### config.mk
export PLATFORM = sky130hd
export DESIGN_NAME = pwm_bank
export DESIGN_NICKNAME = d
export VERILOG_FILES = /design/src/rtl/pwm_bank_pkg.sv /design/src/rtl/pwm_bank_regfile.sv /design/src/rtl/pwm_bank_prescaler.sv /design/src/rtl/pwm_bank_channel.sv /design/src/rtl/pwm_bank.sv
export SDC_FILE = /design/constraint.sdc
export NUM_CORES = 2
export LEC_CHECK = 0
export BUFFER_PORTS_ARGS = -buffer_cell sky130_fd_sc_hd__buf_2
export CAP_MARGIN = 5
export CORE_ASPECT_RATIO = 1.25
export CORE_MARGIN = 4
export CORE_UTILIZATION = 30
export CTS_CLUSTER_DIAMETER = 60
export DETAILED_ROUTE_END_ITERATION = 7
export PLACE_DENSITY = 0.55
export SYNTH_ARGS = -nofsm -noshare
export SYNTH_HDL_FRONTEND = slang
export SYNTH_SLANG_ARGS = --single-unit
### constraint.sdc
create_clock -name clk -period 9.3 [get_ports clk]
set_clock_uncertainty 0.05 [all_clocks]
set_input_delay 1.86 -clock clk [delete_from_list [all_inputs] [get_ports clk]]
set_output_delay 1.86 -clock clk [all_outputs]
set_load 0.01 [all_outputs]
### src/rtl/pwm_bank_pkg.sv
package pwm_bank_pkg;

   localparam int CNT_W  = 16;
   localparam int PRE_W  = 10;
   localparam logic [31:0] TIMING_MASK = 32'h007F_FFFF;

   typedef enum logic [1:0] {
      OP_WRITE  = 2'd0,
      OP_SET    = 2'd1,
      OP_CLEAR  = 2'd2,
      OP_TOGGLE = 2'd3
   } wr_op_e;

   typedef struct packed {
      logic [8:0]       rsvd;
      logic [2:0]       div_sel;
      logic [1:0]       idle_lvl;
      logic [1:0]       busy_lvl;
      logic [CNT_W-1:0] span;
   } timing_t;

   typedef struct packed {
      logic [CNT_W-1:0] fall;
      logic [CNT_W-1:0] rise;
   } edges_t;

   function automatic logic [31:0] apply_op(wr_op_e op, logic [31:0] old_v, logic [31:0] wd);
      case (op)
         OP_SET:    return old_v | wd;
         OP_CLEAR:  return old_v & ~wd;
         OP_TOGGLE: return old_v ^ wd;
         default:   return wd;
      endcase
   endfunction

   // ratios 1,2,4,8,16 then 64,256,1024: exponent idx below 5, else 2*idx-4
   function automatic logic [PRE_W-1:0] div_limit(logic [2:0] idx);
      int sh;
      sh = (idx < 3'd5) ? int'(idx) : (2 * int'(idx) - 4);
      return PRE_W'((1 << sh) - 1);
   endfunction

   function automatic logic next_phase(logic [CNT_W-1:0] c, edges_t e, logic cur);
      if (c == e.fall) return 1'b0;
      if (c == e.rise) return 1'b1;
      return cur;
   endfunction

endpackage

### src/rtl/pwm_bank_regfile.sv
module pwm_bank_regfile
   import pwm_bank_pkg::*;
#(
   parameter int NUM_CHANNELS = 8,
   parameter int ADDR_W       = 12
) (
   input  logic                          clk,
   input  logic                          rst_n,
   input  logic                          bus_sel,
   input  logic                          bus_we,
   input  logic [ADDR_W-1:0]             bus_addr,
   input  logic [31:0]                   bus_wdata,
   output logic [31:0]                   bus_rdata,
   output logic [NUM_CHANNELS-1:0]       run_en,
   output logic [NUM_CHANNELS-1:0][31:0] edge_cfg,
   output logic [NUM_CHANNELS-1:0][31:0] time_cfg
);

   localparam int SLOT_W = ADDR_W - 4;

   logic [SLOT_W-1:0]       slot;
   wr_op_e                  op;
   logic                    wr;
   logic [NUM_CHANNELS-1:0] ctrl_q;
   logic [31:0]             ctrl_nxt;

   assign slot = bus_addr[ADDR_W-1:4];
   assign op   = wr_op_e'(bus_addr[3:2]);
   assign wr   = bus_sel & bus_we;

   assign ctrl_nxt = apply_op(op, {{(32-NUM_CHANNELS){1'b0}}, ctrl_q}, bus_wdata);

   always_ff @(posedge clk or negedge rst_n) begin
      if (!rst_n)                          ctrl_q <= '0;
      else if (wr && slot == '0)           ctrl_q <= ctrl_nxt[NUM_CHANNELS-1:0];
   end

   assign run_en = ctrl_q;

   for (genvar n = 0; n < NUM_CHANNELS; n++) begin : g_chan_regs
      localparam logic [SLOT_W-1:0] EDGE_SLOT = SLOT_W'(2 * n + 1);
      localparam logic [SLOT_W-1:0] TIME_SLOT = SLOT_W'(2 * n + 2);
      logic [31:0] edge_r;
      logic [31:0] time_r;

      always_ff @(posedge clk or negedge rst_n) begin
         if (!rst_n) begin
            edge_r <= '0;
            time_r <= '0;
         end else if (wr) begin
            if (slot == EDGE_SLOT) edge_r <= apply_op(op, edge_r, bus_wdata);
            if (slot == TIME_SLOT) time_r <= apply_op(op, time_r, bus_wdata) & TIMING_MASK;
         end
      end

      assign edge_cfg[n] = edge_r;
      assign time_cfg[n] = time_r;
   end

   always_comb begin
      bus_rdata = '0;
      if (bus_sel && !bus_we) begin
         if (slot == '0) bus_rdata = {{(32-NUM_CHANNELS){1'b0}}, ctrl_q};
         for (int n = 0; n < NUM_CHANNELS; n++) begin
            if (slot == SLOT_W'(2 * n + 1)) bus_rdata = edge_cfg[n];
            if (slot == SLOT_W'(2 * n + 2)) bus_rdata = time_cfg[n];
         end
      end
   end

   // a set alias leaves every written bit at one
   p_set_alias_r3: assert property (@(posedge clk) disable iff (!rst_n)
      (wr && slot == '0 && op == OP_SET)
      |=> ((ctrl_q & $past(bus_wdata[NUM_CHANNELS-1:0])) == $past(bus_wdata[NUM_CHANNELS-1:0])));

   // a clear alias leaves every written bit at zero
   p_clear_alias_r3: assert property (@(posedge clk) disable iff (!rst_n)
      (wr && slot == '0 && op == OP_CLEAR)
      |=> ((ctrl_q & $past(bus_wdata[NUM_CHANNELS-1:0])) == '0));

endmodule

### src/rtl/pwm_bank_prescaler.sv
module pwm_bank_prescaler
   import pwm_bank_pkg::*;
(
   input  logic       clk,
   input  logic       rst_n,
   input  logic       run,
   input  logic [2:0] div_sel,
   output logic       tick
);

   logic [PRE_W-1:0] pre_q;
   logic [PRE_W-1:0] lim;

   assign lim  = div_limit(div_sel);
   assign tick = run && (pre_q == lim);

   always_ff @(posedge clk or negedge rst_n) begin
      if (!rst_n)       pre_q <= '0;
      else if (!run)    pre_q <= '0;
      else if (tick)    pre_q <= '0;
      else              pre_q <= pre_q + 1'b1;
   end

   // a stopped prescaler sits at zero
   p_pre_hold_r9: assert property (@(posedge clk) disable iff (!rst_n)
      !run |=> (pre_q == '0));

endmodule

### src/rtl/pwm_bank_channel.sv
module pwm_bank_channel
   import pwm_bank_pkg::*;
(
   input  logic        clk,
   input  logic        rst_n,
   input  logic        en,
   input  logic [31:0] edge_live,
   input  logic [31:0] time_live,
   output logic        pwm_out,
   output logic        pwm_oe
);

   timing_t          live_t;
   edges_t           live_e;
   timing_t          sh_t;
   edges_t           sh_e;
   logic [CNT_W-1:0] cnt_q;
   logic             phase_q;
   logic             tick;
   logic             wrap;
   logic [1:0]       lvl;

   assign live_t = timing_t'(time_live);
   assign live_e = edges_t'(edge_live);

   pwm_bank_prescaler u_pre (
      .clk     (clk),
      .rst_n   (rst_n),
      .run     (en),
      .div_sel (sh_t.div_sel),
      .tick    (tick)
   );

   assign wrap = (cnt_q == sh_t.span);

   always_ff @(posedge clk or negedge rst_n) begin
      if (!rst_n) begin
         cnt_q   <= '0;
         phase_q <= 1'b0;
         sh_t    <= '0;
         sh_e    <= '0;
      end else if (!en) begin
         cnt_q   <= '0;
         sh_t    <= live_t;
         sh_e    <= live_e;
         phase_q <= next_phase('0, live_e, 1'b0);
      end else if (tick) begin
         if (wrap) begin
            cnt_q   <= '0;
            sh_t    <= live_t;
            sh_e    <= live_e;
            phase_q <= next_phase('0, live_e, phase_q);
         end else begin
            cnt_q   <= cnt_q + 1'b1;
            phase_q <= next_phase(cnt_q + 1'b1, sh_e, phase_q);
         end
      end
   end

   always_comb begin
      if (!en)          lvl = live_t.idle_lvl;
      else if (phase_q) lvl = sh_t.busy_lvl;
      else              lvl = sh_t.idle_lvl;
   end

   assign pwm_oe  = lvl[1];
   assign pwm_out = lvl[1] & lvl[0];

   // the running count never passes the period in force
   p_count_bound_r5: assert property (@(posedge clk) disable iff (!rst_n)
      en |-> (cnt_q <= sh_t.span));

   // the shadow copy only changes at a wrap while running
   p_shadow_hold_r8: assert property (@(posedge clk) disable iff (!rst_n)
      (en && !(tick && wrap)) |=> ($stable(sh_t) && $stable(sh_e)));

   // with a divider above one, ticks are never back to back inside a period
   p_tick_gap_r7: assert property (@(posedge clk) disable iff (!rst_n)
      (tick && !wrap && sh_t.div_sel != 3'd0) |=> !tick);

   // a stopped channel has its counter at zero
   p_cnt_hold_r9: assert property (@(posedge clk) disable iff (!rst_n)
      !en |=> (cnt_q == '0));

endmodule

### src/rtl/pwm_bank.sv
module pwm_bank
   import pwm_bank_pkg::*;
#(
   parameter int NUM_CHANNELS = 8,
   parameter int ADDR_W       = 12
) (
   input  logic                    clk,
   input  logic                    rst_n,
   input  logic                    bus_sel,
   input  logic                    bus_we,
   input  logic [ADDR_W-1:0]       bus_addr,
   input  logic [31:0]             bus_wdata,
   output logic [31:0]             bus_rdata,
   output logic [NUM_CHANNELS-1:0] pwm_out,
   output logic [NUM_CHANNELS-1:0] pwm_oe
);

   if (NUM_CHANNELS < 1 || NUM_CHANNELS > 16) begin : g_bad_count
      $error("pwm_bank: NUM_CHANNELS must be 1..16");
   end
   if (ADDR_W < 5 || (2 * NUM_CHANNELS + 1) > (1 << (ADDR_W - 4))) begin : g_bad_addr
      $error("pwm_bank: ADDR_W too small for the register map");
   end

   logic [NUM_CHANNELS-1:0]       run_en;
   logic [NUM_CHANNELS-1:0][31:0] edge_cfg;
   logic [NUM_CHANNELS-1:0][31:0] time_cfg;

   pwm_bank_regfile #(
      .NUM_CHANNELS (NUM_CHANNELS),
      .ADDR_W       (ADDR_W)
   ) u_regs (
      .clk       (clk),
      .rst_n     (rst_n),
      .bus_sel   (bus_sel),
      .bus_we    (bus_we),
      .bus_addr  (bus_addr),
      .bus_wdata (bus_wdata),
      .bus_rdata (bus_rdata),
      .run_en    (run_en),
      .edge_cfg  (edge_cfg),
      .time_cfg  (time_cfg)
   );

   for (genvar n = 0; n < NUM_CHANNELS; n++) begin : g_chan
      pwm_bank_channel u_ch (
         .clk       (clk),
         .rst_n     (rst_n),
         .en        (run_en[n]),
         .edge_live (edge_cfg[n]),
         .time_live (time_cfg[n]),
         .pwm_out   (pwm_out[n]),
         .pwm_oe    (pwm_oe[n])
      );
   end

endmodule

# Word-level counts from Yosys, hierarchy flattened
# Index checks and enable logic that the tools add are counted.
# Widths: inputs -> output; s select.
[totals] input_bits=48 output_inout_bits=48 word_cells=760 reg_bits=1104
[classes] n_addsub=32 n_eq_ne=83 bitwise=61 n_shift=8 n_reduce_logical=60 order_cmp=8 mux=419
[op_table] op="$mux 32" n=49
[op_table] op="$pmux 32 s3" n=8
[op_table] op="$mux 23" n=24
[op_table] op="$pmux 23 s3" n=8
[op_table] op="$eq 16x16->1" n=24
[op_table] op="$mux 16" n=24
[op_table] op="$mux 1" n=272
[op_table] op="$and 32x32->32" n=8
[op_table] op="$logic_not 16->1" n=16
[op_table] op="$or 32x32->32" n=8
[op_table] op="$shl 1x32->10 const A" n=8
[op_table] op="$xor 32x32->32" n=8
[op_table] op="$and 23x23->23" n=8
[op_table] op="$or 23x23->23" n=8
[op_table] op="$xor 23x23->23" n=8
[op_table] op="$mux 10" n=16
[op_table] op="$add 16x1->16 const B" n=8
[op_table] op="$add 10x1->10 const B" n=8
[op_table] op="$eq 10x10->1" n=8
[op_table] op="$sub 10x2->10 const B" n=8
[op_table] op="$eq 8x4->1 const B" n=8
[op_table] op="$reduce_and 2->1" n=24
[op_table] op="$sub 4x3->5 const B" n=8
[op_table] op="$eq 8x3->1 const B" n=4
[op_table] op="21 further kinds" n=98

# Logic depth before layout (Yosys ltp)
[depth] depth_word=19 ltp_mapped=12 depth_no_buf=9

# Cells and area by module
# From an unflattened synthesis, not the netlist that was laid out.
[unflattened] cells_unflattened=8729 hier_area_um2=84691.2
[modules_own_cells] module="pwm_bank_regfile" instances=1 area_each_um2=45072.0 seq_area_each_um2=11210.8 cells_each=4962
[modules_own_cells] module="pwm_bank_channel (g_chan[0].u_ch ...)" instances=7 area_each_um2=4269.1 seq_area_each_um2=1801.7 cells_each=401
[modules_own_cells] module="pwm_bank_prescaler" instances=8 area_each_um2=694.4 seq_area_each_um2=250.2 cells_each=72
[modules_own_cells] module="pwm_bank_channel (g_chan[5].u_ch)" instances=1 area_each_um2=4180.3 seq_area_each_um2=1801.7 cells_each=384

# Worst setup path after synthesis
# Ideal clock, no wire load.
[synth_timing] kind="input port to output port" from="input bus_addr[9]" to="output bus_rdata[3]" cell_stages=10 t_required_ps=7390 arrival_ps=3923 slack_ps=3467 n_path_buf=2 cell_sequence="or4_4 > buf_2 > nor3_1 > buf_2 > nand2_1 > a21oi_1 > a221oi_1 > a221oi_1 > nor2_1 > a211oi_1"
[synth_between] elab_chain_cells=19 word_cells_on_any_way=35 cone_classes="eq/ne (16); mux (18); reduce/logical (1)"
[synth_rtl] element="from (decl)" line_no="pwm_bank.sv:11" text="input logic [ADDR_W-1:0] bus_addr,"
[synth_rtl] element="$logic_not 8->1" line_no="pwm_bank_regfile.sv:63" text="if (slot == '0) bus_rdata = {{(32-NUM_CHANNELS){1'b0}}, ctrl_q};"
[synth_rtl] element="$mux 8" line_no="pwm_bank_regfile.sv:63"
[synth_rtl] element="$mux 32" line_no="pwm_bank_regfile.sv:65" text="if (slot == SLOT_W'(2 * n + 1)) bus_rdata = edge_cfg[n];"
[synth_rtl] element="$mux 32" line_no="pwm_bank_regfile.sv:66" text="if (slot == SLOT_W'(2 * n + 2)) bus_rdata = time_cfg[n];"
[synth_rtl] element="$mux 32" line_no="pwm_bank_regfile.sv:65"
[synth_rtl] element="$mux 32" line_no="pwm_bank_regfile.sv:66"
[synth_rtl] element="$mux 32" line_no="pwm_bank_regfile.sv:65"
[synth_rtl] element="$mux 32" line_no="pwm_bank_regfile.sv:66"
[synth_rtl] element="[3 not listed]"
[synth_rtl] element="$mux 32" line_no="pwm_bank_regfile.sv:66"
[synth_rtl] element="$mux 32" line_no="pwm_bank_regfile.sv:65"
[synth_rtl] element="$mux 32" line_no="pwm_bank_regfile.sv:66"
[synth_rtl] element="$mux 32" line_no="pwm_bank_regfile.sv:65"
[synth_rtl] element="$mux 32" line_no="pwm_bank_regfile.sv:66"
[synth_rtl] element="$mux 32" line_no="pwm_bank_regfile.sv:65"
[synth_rtl] element="$mux 32 (*)" line_no="pwm_bank_regfile.sv:66"
[synth_rtl] element="$mux 32 (*)" line_no="pwm_bank_regfile.sv:62" text="if (bus_sel && !bus_we) begin"
[synth_rtl] element="to (decl)" line_no="pwm_bank.sv:13" text="output logic [31:0] bus_rdata,"
# Mark *: on every way between the ends. The rest lies on a longest branch, timed or not.

# Final worst setup path
[layout_timing] from="input bus_addr[4]" to="output bus_rdata[13]"
[layout_between] elab_chain_cells=18 word_cells_on_any_way=33 cone_classes="eq/ne (16); mux (17)"
[layout_rtl] element="$eq 8x1->1" line_no="pwm_bank_regfile.sv:65"
[layout_rtl] element="$mux 32" line_no="pwm_bank_regfile.sv:65"
[layout_rtl] element="$mux 32" line_no="pwm_bank_regfile.sv:66"
[layout_rtl] element="$mux 32" line_no="pwm_bank_regfile.sv:65"
[layout_rtl] element="$mux 32" line_no="pwm_bank_regfile.sv:66"
[layout_rtl] element="$mux 32" line_no="pwm_bank_regfile.sv:65"
[layout_rtl] element="$mux 32" line_no="pwm_bank_regfile.sv:66"
[layout_rtl] element="$mux 32" line_no="pwm_bank_regfile.sv:65"
[layout_rtl] element="[2 not listed]"
[layout_rtl] element="$mux 32" line_no="pwm_bank_regfile.sv:66"
[layout_rtl] element="$mux 32" line_no="pwm_bank_regfile.sv:65"
[layout_rtl] element="$mux 32" line_no="pwm_bank_regfile.sv:66"
[layout_rtl] element="$mux 32" line_no="pwm_bank_regfile.sv:65"
[layout_rtl] element="$mux 32" line_no="pwm_bank_regfile.sv:66"
[layout_rtl] element="$mux 32" line_no="pwm_bank_regfile.sv:65"
[layout_rtl] element="$mux 32 (*)" line_no="pwm_bank_regfile.sv:66"
[layout_rtl] element="$mux 32 (*)" line_no="pwm_bank_regfile.sv:62"
# Marks and branches as above.

==> flow_summary_export.csv <==
group,metric,value,unit
final_layout,multi_input_area,47800,sq um
global_route,antenna_found_initial,35,
critical_path,cp_max_fo,48,
final_layout,nNetsFinal,10000,
floorplanning,core,265000,sq um
power_and_ir_drop,pwr-share-seq,40.3,%
clock_tree,clkLatencyLatePin,830,ps
global_route,grt_overflow,0,
logic_synthesis,synth_edf_count,0,
final_layout,drive_gt1_share,9.11,%
critical_path,required,7390,ps
drt,vias,70100,
logic_synthesis,synth_nets,10300,
clock_tree,h-tree-depth,4,
logic_synthesis,synth_compound_area_share,18.8,%
place,place_area,83600,sq um
logic_synthesis,synth.avg_cell_area,8.56,sq um
critical_path,crit_start,"bus_addr[4]",
logic_synthesis,yosys.area.top_type,"dfrtp_1",
place,dp.cells,12400,
clock_tree,cts-root-buf,"clkbuf_16",
final_layout,regArea,27600,sq um
global_route,grt_max_degree,207,
clock_tree,clk_path_buf_depth,4,
drt,wl_per_cell,26.7,um
power_and_ir_drop,total_power,13.8,mW
outcome,violations,"design-rule violations",
final_layout,stdcell_count,12700,
critical_path,slowest_stage,"nor2b_2",
logic_synthesis,ys_types,100,
timing,setup_viol_count_final,0,
worst_hold_path,min_path_type,"flop to flop",
clock_tree,clk_pin_slew_worst_paths,60,ps
logic_synthesis,ys_ff_latch,1104,
critical_path,cp-start-kind,"input pin",
timing,hold_viol_final,0,
flow_run,max_cap_viol_count,0,
global_route,grt_pass1_wl,482,mm
global_route,track_usage,23.8,%
final_layout,fillerInstances,27100,
logic_synthesis,synth_top_family_by_area,"compound AO/OA/AOI/OAI gates",
critical_path,crit_chain,"buf_6 -> nor2b_2 -> a221o_1 -> a22oi_1 -> a21oi_1 -> o21ai_0 -> a221oi_1 -> nor2_1 -> a211oi_1 -> buf_2",
logic_synthesis,ys_async_sr_fraction,100,%
clock_tree,cts_inserted_buffers,151,
logic_synthesis,yosys.area_share.simple,15.5,%
outcome,outcome,"finished with violations",
place,gp_congestion,0.969,
timing,fmax,129,MHz
timing,rsz0062_at_grt,"false",
logic_synthesis,ys.flop_type,"dfrtp_1",
floorplanning,rows,211,
power_and_ir_drop,combPwrFrac,15.9,%
power_and_ir_drop,p_int,9.45,mW
logic_synthesis,synth_warnings,0,
logic_synthesis,synth.most_common_cell,"dfrtp_1",
floorplanning,start_util,30.2,%
power_and_ir_drop,p_sw,4.35,mW
place,port_buffers,93,
power_and_ir_drop,power_density,156,nW/um^2
drt,wl,339,mm
timing,slew_viol_final,0,
critical_path,worstSetupEndpointType,"output pin",
logic_synthesis,synth.area.mux_share,4.81,%
final_layout,area_delta_synth_final,10.8,%
clock_tree,clkSinkCount,1104,
logic_synthesis,synth_common_cells,"dfrtp_1 (1104), a21oi_1 (1052), ha_1 (912)",
power_and_ir_drop,clkPwrFrac,43.8,%
logic_synthesis,ys_seq_area_share,34.5,%
clock_tree,cts_resized,0,
critical_path,max_stage_delay,940,ps
place,dp_hpwl,245,mm
logic_synthesis,syn_inst,9340,
floorplanning,die_width,470,um
logic_synthesis,synth_top_cell_area_share,34.5,%
critical_path,r2r_end,"g_chan[7].u_ch.sh_t[19]",
logic_synthesis,netlist_area,80000,sq um
floorplanning,ios,96,
logic_synthesis,synthAdderAreaFrac,14.3,%
power_and_ir_drop,vdd_drop_max,0.129,mV
final_layout,fin_area,88700,sq um
global_route,grt_pass1_vias,67500,
timing,period_minus_slack,7740,ps
critical_path,r2r_start,"g_chan[7].u_ch.sh_t[21]",
floorplanning,die_h,585,um
drt,drt_iter0_markers,6855,
drt,drt.antenna.violating_nets,0,
drt,first_pass_iters,8,
critical_path,crit_type,"input pin to output pin",
logic_synthesis,synth_area_leaders,"dfrtp_1 (35%), ha_1 (14%), a21oi_1 (6.6%)",
timing,setup-tns-final,0,ps
critical_path,r2r_cells,9,
logic_synthesis,synth-xor-area-share,6.07,%
timing,fin_crit_sh,83.2,%
drt,drc,1,
clock_tree,postCtsSetupBuffers,0,
floorplanning,die_area,275000,sq um
critical_path,endpoint,"bus_rdata[13]",
clock_tree,cts_tree,"built",
critical_path,cp_data_arrival_time,5830,ps
power_and_ir_drop,p_leak,37.4,nW
critical_path,reg2reg_slack,5320,ps
timing,relSlewSlack,3.47,%
timing,worstMarginPinSlew,1440,ps
clock_tree,ctsHoldBuffers,0,
drt,drt-vias-per-instance,5.51,
power_and_ir_drop,swShare,31.5,%
## placed cells by master (no fill, tap or decap), types with 28 or more instances in the layout
cell type  instances
dfrtp_1         1104
a21oi_1         1051
ha_1             912
nand2_1          836
o21ai_0          791
nor2_1           714
inv_1            506
a211oi_1         345
xnor2_1          274
xor2_1           270
nor3_1           243
nor2b_1          225
mux2_2           225
clkbuf_16        151
buf_4            137
nor4_1           129
nand3_1          111
nand4_1           93
buf_2             89
mux2i_1           73
o22ai_1           56
and3_1            45
mux2_1            44
o31ai_1           37
a221oi_1          36
nor2_2            31
a31oi_1           30
a22oi_1           29
nand2b_1          28
## worst max-delay path: cells and delay by family
kind | cells | cell delay [ps]
AO/OA/AOI/OAI | 6 | 2200
buffers and inverters | 2 | 650
AND/OR/NAND/NOR | 2 | 1030
## through the flow
| step | hold slack (ps) | util, % | setup slack [ps] |
|---|---|---|---|
| floorplan | 399 | - | 3470 |
| global placement | 411 | 31.6 | 1700 |
| detailed placement | 420 | 31.6 | 1730 |
| CTS | 434 | 33.5 | 1740 |
| global route | 450 | 33.5 | 1430 |
| finish | 432 | 33.5 | 1560 |
## per-layer routing
layer | global-route usage [%] | part of all wire, %
met3 | 3.98 | 6.3
met5 | 0 | 0.023
met4 | 20.8 | 10
met1 | 27.5 | 38
met2 | 38.3 | 45
## sequential cells by signal, summed over array words and instances, names as in the netlist
name and flops:
g_chan.u_ch.cnt_q 128, g_chan.u_ch.phase_q 8, g_chan.u_ch.sh_e 256, g_chan.u_ch.sh_t 184
g_chan.u_ch.u_pre.pre_q 80, u_regs.g_chan_regs.edge_r 256, u_regs.g_chan_regs.time_r 184, u_regs.run_en 8
## worst min-delay path by stage
stage / start / endpoint / slack (ps) / cells after the start
floorplan: g_chan[0].u_ch.sh_t[18] / g_chan[0].u_ch.sh_t[18] / 400 / 2
detailed placement: g_chan[1].u_ch.sh_t[18] / g_chan[1].u_ch.sh_t[18] / 420 / 2
global placement: g_chan[1].u_ch.sh_t[19] / g_chan[1].u_ch.sh_t[19] / 410 / 2
global route: g_chan[1].u_ch.sh_t[18] / g_chan[1].u_ch.sh_t[18] / 450 / 2
finish: g_chan[1].u_ch.sh_t[18] / g_chan[1].u_ch.sh_t[18] / 430 / 2
CTS: g_chan[1].u_ch.sh_t[18] / g_chan[1].u_ch.sh_t[18] / 430 / 2
## logic make-up after synthesis
group,after synthesis
multiplexers,346
flip-flops,1104
buffers and inverters,1201
adder cells (fa/ha/maj),913
AND/OR/NAND/NOR,2642
XOR/XNOR,548
AO/OA/AOI/OAI,2586
## power by group through the flow
stage	sequential (mW)	combinational (mW)	clock, mW
after floorplan	5.39	1.49	0
after global placement	5.64	2.08	0
after detailed placement	5.65	2.17	0
after CTS	5.56	2.18	6.18
after global routing	5.59	2.43	6.36
final	5.57	2.19	6.05
## area by class of cell
class	instances	area share (%)
Multi-Input combinational cell	7035	53.9
Sequential cell	1104	31.2
Tap cell	3514	4.96
Clock buffer	192	4.70
Inverter	530	2.24
Timing Repair Buffer	242	2.00
Clock inverter	69	0.979
Antenna cell	22	0.0621
Note: power is estimated with default switching activity, not from simulation.
